$ cat config.mk
export PLATFORM = sky130hd
export DESIGN_NAME = sar_seq
export DESIGN_NICKNAME = d
export VERILOG_FILES = /design/src/rtl/sar_seq_pkg.sv /design/src/rtl/sar_phase_ctl.sv /design/src/rtl/sar_bit_reg.sv /design/src/rtl/sar_seq.sv
export SDC_FILE = /design/constraint.sdc
export NUM_CORES = 1
export LEC_CHECK = 0
export BUFFER_PORTS_ARGS = -buffer_cell sky130_fd_sc_hd__buf_2
export CORE_AREA = 2 2 61 77
export CTS_BUF_LIST = sky130_fd_sc_hd__clkbuf_4
export DETAILED_ROUTE_END_ITERATION = 6
export DIE_AREA = 0 0 63 79
export PLACE_DENSITY = 0.74
export RECOVER_POWER = 100
export SLEW_MARGIN = 20
export SYNTH_ARGS = -nofsm -noshare
export SYNTH_HDL_FRONTEND = slang
export SYNTH_SLANG_ARGS = --single-unit
$ cat constraint.sdc
create_clock -name clk -period 4.1 [get_ports clk]
set_input_delay 0.205 -clock clk [delete_from_list [all_inputs] [get_ports clk]]
set_output_delay 0.205 -clock clk [all_outputs]
set_load 0.02 [all_outputs]
$ cat src/rtl/sar_seq_pkg.sv
package sar_seq_pkg;
    typedef enum logic [1:0] {
        PH_IDLE  = 2'd0,
        PH_BUF   = 2'd1,
        PH_DIRECT = 2'd2,
        PH_RESOLVE = 2'd3
    } phase_e;
endpackage

$ cat src/rtl/sar_phase_ctl.sv
module sar_phase_ctl
    import sar_seq_pkg::*;
#(
    parameter int RES_BITS   = 10,
    parameter int BUF_TICKS  = 2,
    parameter int DIR_BASE   = 2,
    parameter int CNT_W      = 4
) (
    input  logic             clk,
    input  logic             rst,
    input  logic             tick,
    input  logic             start,
    input  logic             stop,
    input  logic [1:0]       ist,
    output phase_e           phase,
    output logic [CNT_W-1:0] cnt,
    output logic             go_res,
    output logic             res_step,
    output logic             res_last
);
    typedef struct packed {
        phase_e           ph;
        logic [CNT_W-1:0] cnt;
    } ctl_t;

    localparam ctl_t CTL_RST = '{ph: PH_IDLE, cnt: '0};

    ctl_t st_d, st_q;
    logic [CNT_W-1:0] dir_last;

    assign dir_last = CNT_W'((DIR_BASE << ist) - 1);
    assign go_res   = (st_q.ph == PH_DIRECT) && tick && !stop && (st_q.cnt == dir_last);
    assign res_step = (st_q.ph == PH_RESOLVE) && tick && !stop;
    assign res_last = (st_q.cnt == CNT_W'(RES_BITS - 1));

    always_comb begin
        st_d = st_q;
        unique case (st_q.ph)
            PH_IDLE: begin
                if (start) begin
                    st_d.ph  = PH_BUF;
                    st_d.cnt = '0;
                end
            end
            PH_BUF: begin
                if (tick) begin
                    if (st_q.cnt == CNT_W'(BUF_TICKS - 1)) begin
                        st_d.ph  = PH_DIRECT;
                        st_d.cnt = '0;
                    end else begin
                        st_d.cnt = st_q.cnt + 1'b1;
                    end
                end
            end
            PH_DIRECT: begin
                if (tick) begin
                    if (st_q.cnt == dir_last) begin
                        st_d.ph  = PH_RESOLVE;
                        st_d.cnt = '0;
                    end else begin
                        st_d.cnt = st_q.cnt + 1'b1;
                    end
                end
            end
            PH_RESOLVE: begin
                if (tick) begin
                    if (res_last) begin
                        st_d.ph  = PH_IDLE;
                        st_d.cnt = '0;
                    end else begin
                        st_d.cnt = st_q.cnt + 1'b1;
                    end
                end
            end
            default: st_d = CTL_RST;
        endcase
        if (stop) st_d = CTL_RST;
    end

    always_ff @(posedge clk) begin
        if (rst) st_q <= CTL_RST;
        else     st_q <= st_d;
    end

    assign phase = st_q.ph;
    assign cnt   = st_q.cnt;


    hold_without_tick_chk: assert property (@(posedge clk) disable iff (rst)
        (st_q.ph != PH_IDLE && !tick && !stop) |=> ($stable(st_q.cnt) && $stable(st_q.ph)));


    stop_to_idle_chk: assert property (@(posedge clk) disable iff (rst)
        stop |=> (st_q.ph == PH_IDLE));
endmodule

$ cat src/rtl/sar_bit_reg.sv
module sar_bit_reg #(
    parameter int RES_BITS = 10,
    parameter int CNT_W    = 4,
    localparam int IDX_W   = $clog2(RES_BITS)
) (
    input  logic                clk,
    input  logic                rst,
    input  logic                clr,
    input  logic                load,
    input  logic                step,
    input  logic [CNT_W-1:0]    cnt,
    input  logic                cmp_hi,
    output logic [RES_BITS-1:0] code,
    output logic [RES_BITS-1:0] decided
);
    localparam logic [RES_BITS-1:0] MSB_ONLY = {1'b1, {(RES_BITS-1){1'b0}}};

    logic [RES_BITS-1:0] code_d, code_q;
    logic [IDX_W-1:0]    idx;

    assign idx = IDX_W'(RES_BITS - 1) - cnt[IDX_W-1:0];

    always_comb begin
        decided = code_q;
        if (cmp_hi) decided[idx] = 1'b0;
        if (idx != '0) decided[idx - 1'b1] = 1'b1;
    end

    always_comb begin
        code_d = code_q;
        if (clr)       code_d = '0;
        else if (load) code_d = MSB_ONLY;
        else if (step) code_d = decided;
    end

    always_ff @(posedge clk) begin
        if (rst) code_q <= '0;
        else     code_q <= code_d;
    end

    assign code = code_q;


    low_bits_clear_chk: assert property (@(posedge clk) disable iff (rst)
        step |-> ((code_q & ~({RES_BITS{1'b1}} << idx)) == '0));
endmodule

$ cat src/rtl/sar_seq.sv
module sar_seq
    import sar_seq_pkg::*;
#(
    parameter int RES_BITS  = 10,
    parameter int CH_W      = 6,
    parameter int BUF_TICKS = 2,
    parameter int DIR_BASE  = 2,
    localparam int MAX_CNT  = (DIR_BASE << 3) > RES_BITS ?
                              ((DIR_BASE << 3) > BUF_TICKS ? (DIR_BASE << 3) : BUF_TICKS) :
                              (RES_BITS > BUF_TICKS ? RES_BITS : BUF_TICKS),
    localparam int CNT_W    = $clog2(MAX_CNT)
) (
    input  logic                clk,
    input  logic                rst,
    input  logic                tick,
    input  logic                start,
    input  logic                stop,
    input  logic [CH_W-1:0]     cmd_chan,
    input  logic                cmd_byp,
    input  logic [1:0]          cmd_ist,
    input  logic                cmp_hi,
    output logic [CH_W-1:0]     chan_sel,
    output logic                amp_en,
    output logic                samp_sw,
    output logic [RES_BITS-1:0] dac_code,
    output logic [RES_BITS-1:0] result,
    output logic                eos,
    output logic                eoc,
    output logic                busy
);
    typedef struct packed {
        logic [CH_W-1:0]     chan;
        logic                byp;
        logic [1:0]          ist;
        logic [RES_BITS-1:0] res;
        logic                eos;
        logic                eoc;
    } top_t;

    top_t st_d, st_q;

    phase_e              phase;
    logic [CNT_W-1:0]    cnt;
    logic                go_res, res_step, res_last;
    logic [RES_BITS-1:0] decided;

    sar_phase_ctl #(
        .RES_BITS (RES_BITS),
        .BUF_TICKS(BUF_TICKS),
        .DIR_BASE (DIR_BASE),
        .CNT_W    (CNT_W)
    ) u_ctl (
        .clk     (clk),
        .rst     (rst),
        .tick    (tick),
        .start   (start),
        .stop    (stop),
        .ist     (st_q.ist),
        .phase   (phase),
        .cnt     (cnt),
        .go_res  (go_res),
        .res_step(res_step),
        .res_last(res_last)
    );

    sar_bit_reg #(
        .RES_BITS(RES_BITS),
        .CNT_W   (CNT_W)
    ) u_bits (
        .clk    (clk),
        .rst    (rst),
        .clr    (stop || (res_step && res_last)),
        .load   (go_res),
        .step   (res_step),
        .cnt    (cnt),
        .cmp_hi (cmp_hi),
        .code   (dac_code),
        .decided(decided)
    );

    always_comb begin
        st_d     = st_q;
        st_d.eos = 1'b0;
        st_d.eoc = 1'b0;
        if (phase == PH_IDLE && start && !stop) begin
            st_d.chan = cmd_chan;
            st_d.byp  = cmd_byp;
            st_d.ist  = cmd_ist;
        end
        if (go_res) st_d.eos = 1'b1;
        if (res_step && res_last) begin
            st_d.res = decided;
            st_d.eoc = 1'b1;
        end
    end

    always_ff @(posedge clk) begin
        if (rst) st_q <= '0;
        else     st_q <= st_d;
    end

    assign chan_sel = st_q.chan;
    assign amp_en   = (phase == PH_BUF) && !st_q.byp;
    assign samp_sw  = (phase == PH_BUF) || (phase == PH_DIRECT);
    assign result   = st_q.res;
    assign eos      = st_q.eos;
    assign eoc      = st_q.eoc;
    assign busy     = (phase != PH_IDLE);


    eoc_single_chk: assert property (@(posedge clk) disable iff (rst)
        eoc |=> !eoc);


    result_only_on_eoc_chk: assert property (@(posedge clk) disable iff (rst)
        !$stable(result) |-> eoc);


    eos_enters_resolve_chk: assert property (@(posedge clk) disable iff (rst)
        eos |-> (phase == PH_RESOLVE || $past(stop)));


    amp_within_sample_chk: assert property (@(posedge clk) disable iff (rst)
        amp_en |-> samp_sw);


    chan_hold_chk: assert property (@(posedge clk) disable iff (rst)
        (busy && $past(busy)) |-> $stable(chan_sel));
endmodule

==> impl_metrics.tcl, run 1 <==
set metrics [dict create \
    status "complete, no violations" \
    synth_cell_types 42 \
    worstPathCellList "inv_1 > ha_1 > nand3_1 > nor2_1 > nor2_1 > a311oi_1" \
    synth_warnings 0 \
    die_h_um 79 \
    drt_wl_total_mm 4.417 \
    cp-end-kind "flop" \
    post_cts_buffers 0 \
    path_delay_family "simple AND/OR/NAND/NOR gates" \
    cts_tree "done" \
    antenna_left 0 \
    synthCells 236 \
    p_leak_nw 0.8353 \
    drv_slew 0 \
    ios 46 \
    power_mw 0.6875 \
    critical_path.most_common_cell "nor2_1" \
    ys_seq_elements 37 \
    netlist.area_leader.share_pct 36.57 \
    slowest_stage "nor2_1" \
    htreeDepth 2 \
    worst_slew_pin_slew_ns 1.058 \
    period_share_pct 60.33 \
    ir_worst_vdd_mv 0.1134 \
    critPathKind "flop to flop" \
    core-area_sq_um 4290 \
    antenna_found_initial 0 \
    grt_pass1_vias 1708 \
    gr-total-overflow 0 \
    ys_seq_area_share_pct 36.57 \
    post-route-util_pct 51.36 \
    p_per_area_nw_per_um2 312.0 \
    drive_gt1_share_pct 10.98 \
    cts-root-buf "clkbuf_4" \
    wl_per_cell_um 13.72 \
    slew_headroom_pct 29.21 \
    clkSinkCount 37 \
    die_area_sq_um 4977 \
    wl_met2_mm 2.333 \
    max_freq_mhz 404.3 \
    synthTopCellsByArea "dfxtp_1 (37%), ha_1 (8.6%), nor2_1 (6.7%)" \
    rsz0062_at_grt "false" \
    drt-met1-wl_mm 1.839 \
    fin_ws_ns 1.626 \
    die_width_um 63 \
    first_iter_violations 88 \
    start_util_pct 47.21 \
    setup_tns_ns 0 \
    grt_pass1_wl_mm 7.596 \
    cp_max_fo 19 \
    yosys.area.top_type "dfxtp_1" \
    drc_errors 0 \
    syn_area_sq_um 2026 \
    mostFrequentLayoutCell "dfxtp_1" \
    fin_crit_ns 2.474 \
    cts_made_buffers 5 \
    cp_num_buf_inv 1 \
    worstSkewPairLatency_ns 0.35 \
    ctsResizeCount 0 \
    synth_nets 265 \
    nNetsFinal 292 \
    port-buffer-count 45 \
    viasPerCell 5.317 \
    hold_path_class "input port to flop" \
    synth_edf_count 0 \
    dr.pass1.iters 4 \
    critPathRequiredTime_ns 4.35 \
    drv_cap 0 \
    syn_avg_cell_area_sq_um 8.583 \
    critPathMaxStageDelay_ns 0.84 \
    ys.flop_type "dfxtp_1" \
    clk_pin_slew_ns 0.12 \
    wl_met3_um 135 \
    cts_max_path_buffers 2 \
    routabilityCongestion 0.8481 \
    grt_max_degree 24 \
    grt.total_usage_pct 19.04 \
    finalHoldViolCount 0 \
    core.rowCount 27 \
    num_antenna_cells 0 \
    async_reset_ff_share_pct 0 \
    worstPathArrival_ns 2.73 \
    ctsHoldBuffers 0 \
    skew_ns 0.007165 \
    hpwl_mm 3.168 \
    setup.worst_path.start_class "flop" \
    preCtsSetupSlack_ns 1.616 \
    vias 1712 \
    area_growth_pct 8.771 \
    top_layer "met4" \
    setup_violations 0 \
    final_cell_mix "dfxtp_1 (37), nor2_1 (36), clkbuf_1 (31), nand2_1 (21), a211oi_1 (15)" \
]
worst register-to-register path: cells and delay by family (launching register included):
family / cells / cell delay (ns)
simple gates: 3 / 1.09
flops: 1 / 0.39
fa+ha+maj: 1 / 0.35
compound gates: 1 / 0.30
buf+inv: 1 / 0.26
synth_stat cells, drive strengths merged (2+ instances only):
cell type / count
dfxtp: 37
nor2: 36
nand2: 21
buf: 19
a211oi: 15
ha: 14
mux2i: 11
a21oi: 9
inv: 9
nand3: 7
clkbuf: 6
nor3: 5
a22oi: 4
o21ai: 4
nand3b: 3
or3b: 3
a31oi: 2
and3: 2
nand2b: 2
nor2b: 2
nor4bb: 2
o32ai: 2
or2: 2
xnor2: 2
xor2: 2
power breakdown:
group          switching, mW  internal [mW]
sequential           0.00412          0.365
combinational         0.0381         0.0235
clock                  0.130          0.126
total                  0.173          0.515
routing by layer:
layer,up-vias,global-route usage (%)
li1,866,-
met1,801,20.26
met2,35,34.57
met3,10,4.674
met4,0,9.778
met5,-,0
area by class of cell:
type | count | area [sq um]
fill | 440 | 2087
multi-input combinational | 165 | 1091
sequential | 37 | 740.7
timing repair buffer | 45 | 186.4
tap | 58 | 72.57
clock inverter | 3 | 41.29
clock buffer | 5 | 37.54
inverter | 9 | 33.78
logic make-up (layout without fill, tap and decap cells):
group	after synthesis	count (layout)	synth area share (%)
flip-flops	37	37	36.57
AND/OR/NAND/NOR	89	89	20.88
XOR/XNOR	4	4	1.730
AO/OA/AOI/OAI	47	47	17.17
adder cells (fa/ha/maj)	14	14	8.647
multiplexers	11	11	5.436
buffers and inverters	34	62	9.574
registers in the layout (all words and copies together) (netlist names):
signal       count
result          10
u_bits.code     10
chan_sel         6
u_ctl.cnt        4
st_q             3
u_ctl.phase      2
eoc              1
eos              1
metrics by stage:
step	hold slack [ns]	cell area [sq um]	instances
finish	0.07490	2203	322
global route	0.09785	2203	322
CTS	0.06819	2242	322
detailed placement	0.4424	2163	314
global placement	0.4330	2163	314
floorplan	0.2771	2026	236
final timing paths:
path / startpoint / end / slack (ns) / depth (start not counted)
setup reg to reg: u_ctl.cnt[1]$_SDFFE_PP0P_ / result[9]$_SDFFE_PP0P_ / 1.63 / 6
setup / recovery: u_ctl.cnt[1]$_SDFFE_PP0P_ / result[9]$_SDFFE_PP0P_ / 1.63 / 6
hold / removal: cmd_chan[4] / chan_sel[4]$_SDFFE_PP0P_ / 0.07 / 3
hold reg to reg: u_bits.code[2]$_SDFFE_PP0P_ / result[2]$_SDFFE_PP0P_ / 0.48 / 2
Power figures use the tool's default switching activity.
==> run 2: changes to the inputs <==
Clock period 4.1 ns to 2.3 ns, I/O delays scaled along.
==> run 2 against run 1 <==
Effect of this change: maximum frequency grew 20%; global-route usage hardly changed; hold slack worse by 0.065 ns; critical path type unchanged.
==> impl_metrics.tcl, run 2 (synthesis gave the netlist of run 1 again) <==
set metrics [dict create \
    status "complete, no violations" \
    final_cell_mix "nor2_1 (36), dfxtp_1 (35), clkbuf_1 (31), nand2_1 (21), a211oi_1 (15)" \
    hold_path_class "input port to flop" \
    rsz0062_at_grt "false" \
    r2r_cells 7 \
    critPathKind "flop to flop" \
    p_switching_mw 0.2994 \
    setup_tns_ns 0 \
    start_util_pct 47.21 \
    area_growth_pct 13.46 \
    max_freq_mhz 486.3 \
    setup_violations 0 \
    core-area_sq_um 4290 \
    skew_ns 0.009785 \
    slowest_stage "or3b_2" \
    vias 1759 \
    setup.worst_path.start_class "flop" \
    drc_errors 0 \
    hp-start "cmd_chan[0]" \
    routabilityCongestion 0.8347 \
    drive_gt1_share_pct 12.41 \
    p_seq_share_pct 53.7 \
    critPathRequiredTime_ns 2.55 \
    grt_max_degree 24 \
    min_to "chan_sel[0]$_SDFFE_PP0P_" \
    port-buffer-count 45 \
    period_share_pct 89.41 \
    post_cts_buffers 0 \
    combPwrFrac_pct 9.6 \
    ios 46 \
    num_antenna_cells 0 \
    met1_usage_pct 19.86 \
    clk_pin_slew_ns 0.11 \
    mostFrequentLayoutCell "nor2_1" \
    internal-power_mw 0.9252 \
    clkSinkCount 37 \
    critPathMaxStageDelay_ns 0.46 \
    r2r_setup_slack_ns 0.24 \
    die_area_sq_um 4977 \
    htreeDepth 2 \
    die_h_um 79 \
    critical_path.most_common_cell "inv_1" \
    p_leak_nw 0.8819 \
    grt_pass1_vias 1733 \
    worstPathArrival_ns 2.31 \
    post-route-util_pct 53.57 \
    fill_cells 448 \
    grt.total_usage_pct 19.05 \
    slew_headroom_pct 47.91 \
    core.rowCount 27 \
    worst_slew_pin_slew_ns 0.7813 \
    nNetsFinal 302 \
    hold_depth 3 \
    pwr-share-clk_pct 36.7 \
    wl_per_cell_um 13.17 \
    ir_worst_vdd_mv 0.1936 \
    worstPathCellList "inv_1 > ha_1 > or3b_2 > a22oi_1 > inv_1 > a211o_1 > mux2i_1" \
    timing.rr.start "u_ctl.cnt[1]$_SDFFE_PP0P_" \
    finalHoldViolCount 0 \
    busiest_layer "met2" \
    drv_cap 0 \
    fin_ws_ns 0.2437 \
    preCtsSetupSlack_ns 0.2139 \
    worstSkewPairLatency_ns 0.35 \
    cts_max_path_buffers 2 \
    cp-end-kind "flop" \
    cts-root-buf "clkbuf_4" \
    antenna_left 0 \
    r2r-end "u_ctl.phase[1]$_SDFFE_PP0P_" \
    fin_crit_ns 2.056 \
    drv_slew 0 \
    antenna_found_initial 0 \
    power_mw 1.225 \
    worstSetupStartpoint "u_ctl.cnt[1]$_SDFFE_PP0P_" \
    dr.pass1.iters 4 \
    p_per_area_nw_per_um2 532.8 \
    die_width_um 63 \
    grtUsageMet2_pct 35.74 \
    swShare_pct 24.45 \
    first_iter_violations 103 \
    drt_wl_total_mm 4.374 \
    grt_use_met3_pct 4.249 \
    viasPerCell 5.298 \
    grt_pass1_wl_mm 7.617 \
    gr-total-overflow 0 \
    cts_tree "done" \
    cts_made_buffers 5 \
    hpwl_mm 3.262 \
    cp_max_fo 7 \
]
-- run 2: changes by cell type in the layout (fill, tap and decap cells not counted), sizes merged --
cell         delta
buf             +3
dlygate4sd3     +7
-- run 2: metal layers --
layer | vias to the layer above | wire length (um)
li1 | 890 | -
met1 | 830 | 1800
met2 | 31 | 2330
met3 | 8 | 154
met4 | 0 | 88
met5 | - | 0
-- run 2: power groups by stage --
stage	combinational, mW	clock (mW)	sequential, mW
after floorplan	0.0840	0	0.671
after global placement	0.109	0	0.672
after detailed placement	0.111	0	0.672
after CTS	0.120	0.462	0.658
after global routing	0.130	0.494	0.660
final	0.118	0.449	0.658
-- run 2: repair_timing --
| item | CTS | global route |
|---|---|---|
| hold buffers | 7 | 0 |
| endpoints found under the hold margin | 7 | 0 |
| gates resized for setup | 0 | 2 |
| setup endpoints to repair | 0 | 6 |
-- run 2: through the flow --
step	cells	area (sq um)	hold WS, ns
floorplan	236	2026	0.1871
global route	332	2298	0.008191
finish	332	2298	0.009584
global placement	317	2186	0.3432
CTS	332	2335	0.001829
detailed placement	317	2186	0.3542
-- run 2: final cells by class --
cell class | count | area (sq um) | share of cell area (%)
multi-input cells | 165 | 1091 | 47.47
flip-flops and latches | 37 | 743.2 | 32.34
repair buffers | 55 | 279.0 | 12.14
well taps | 58 | 72.57 | 3.157
clock inverters | 3 | 41.29 | 1.796
clock buffers | 5 | 37.54 | 1.633
inverters | 9 | 33.78 | 1.470
-- run 2: worst max path at each step --
stage	slack (ns)	to
final	0.24	u_ctl.phase[1]$_SDFFE_PP0P_
after global routing	0.05	u_bits.code[3]$_SDFFE_PP0P_
after CTS	0.17	result[4]$_SDFFE_PP0P_
after detailed placement	0.21	u_ctl.phase[1]$_SDFFE_PP0P_
after global placement	0.24	u_bits.code[4]$_SDFFE_PP0P_
after floorplan	0.26	u_ctl.phase[1]$_SDFFE_PP0P_
-- run 2: critical path, delay by kind of cell (launching register included) --
kind	cells	cell delay [ns]
multiplexers	1	0.12
buffers and inverters	2	0.32
adder cells (fa/ha/maj)	1	0.22
AO/OA/AOI/OAI	2	0.48
flip-flops	1	0.37
AND/OR/NAND/NOR	1	0.46
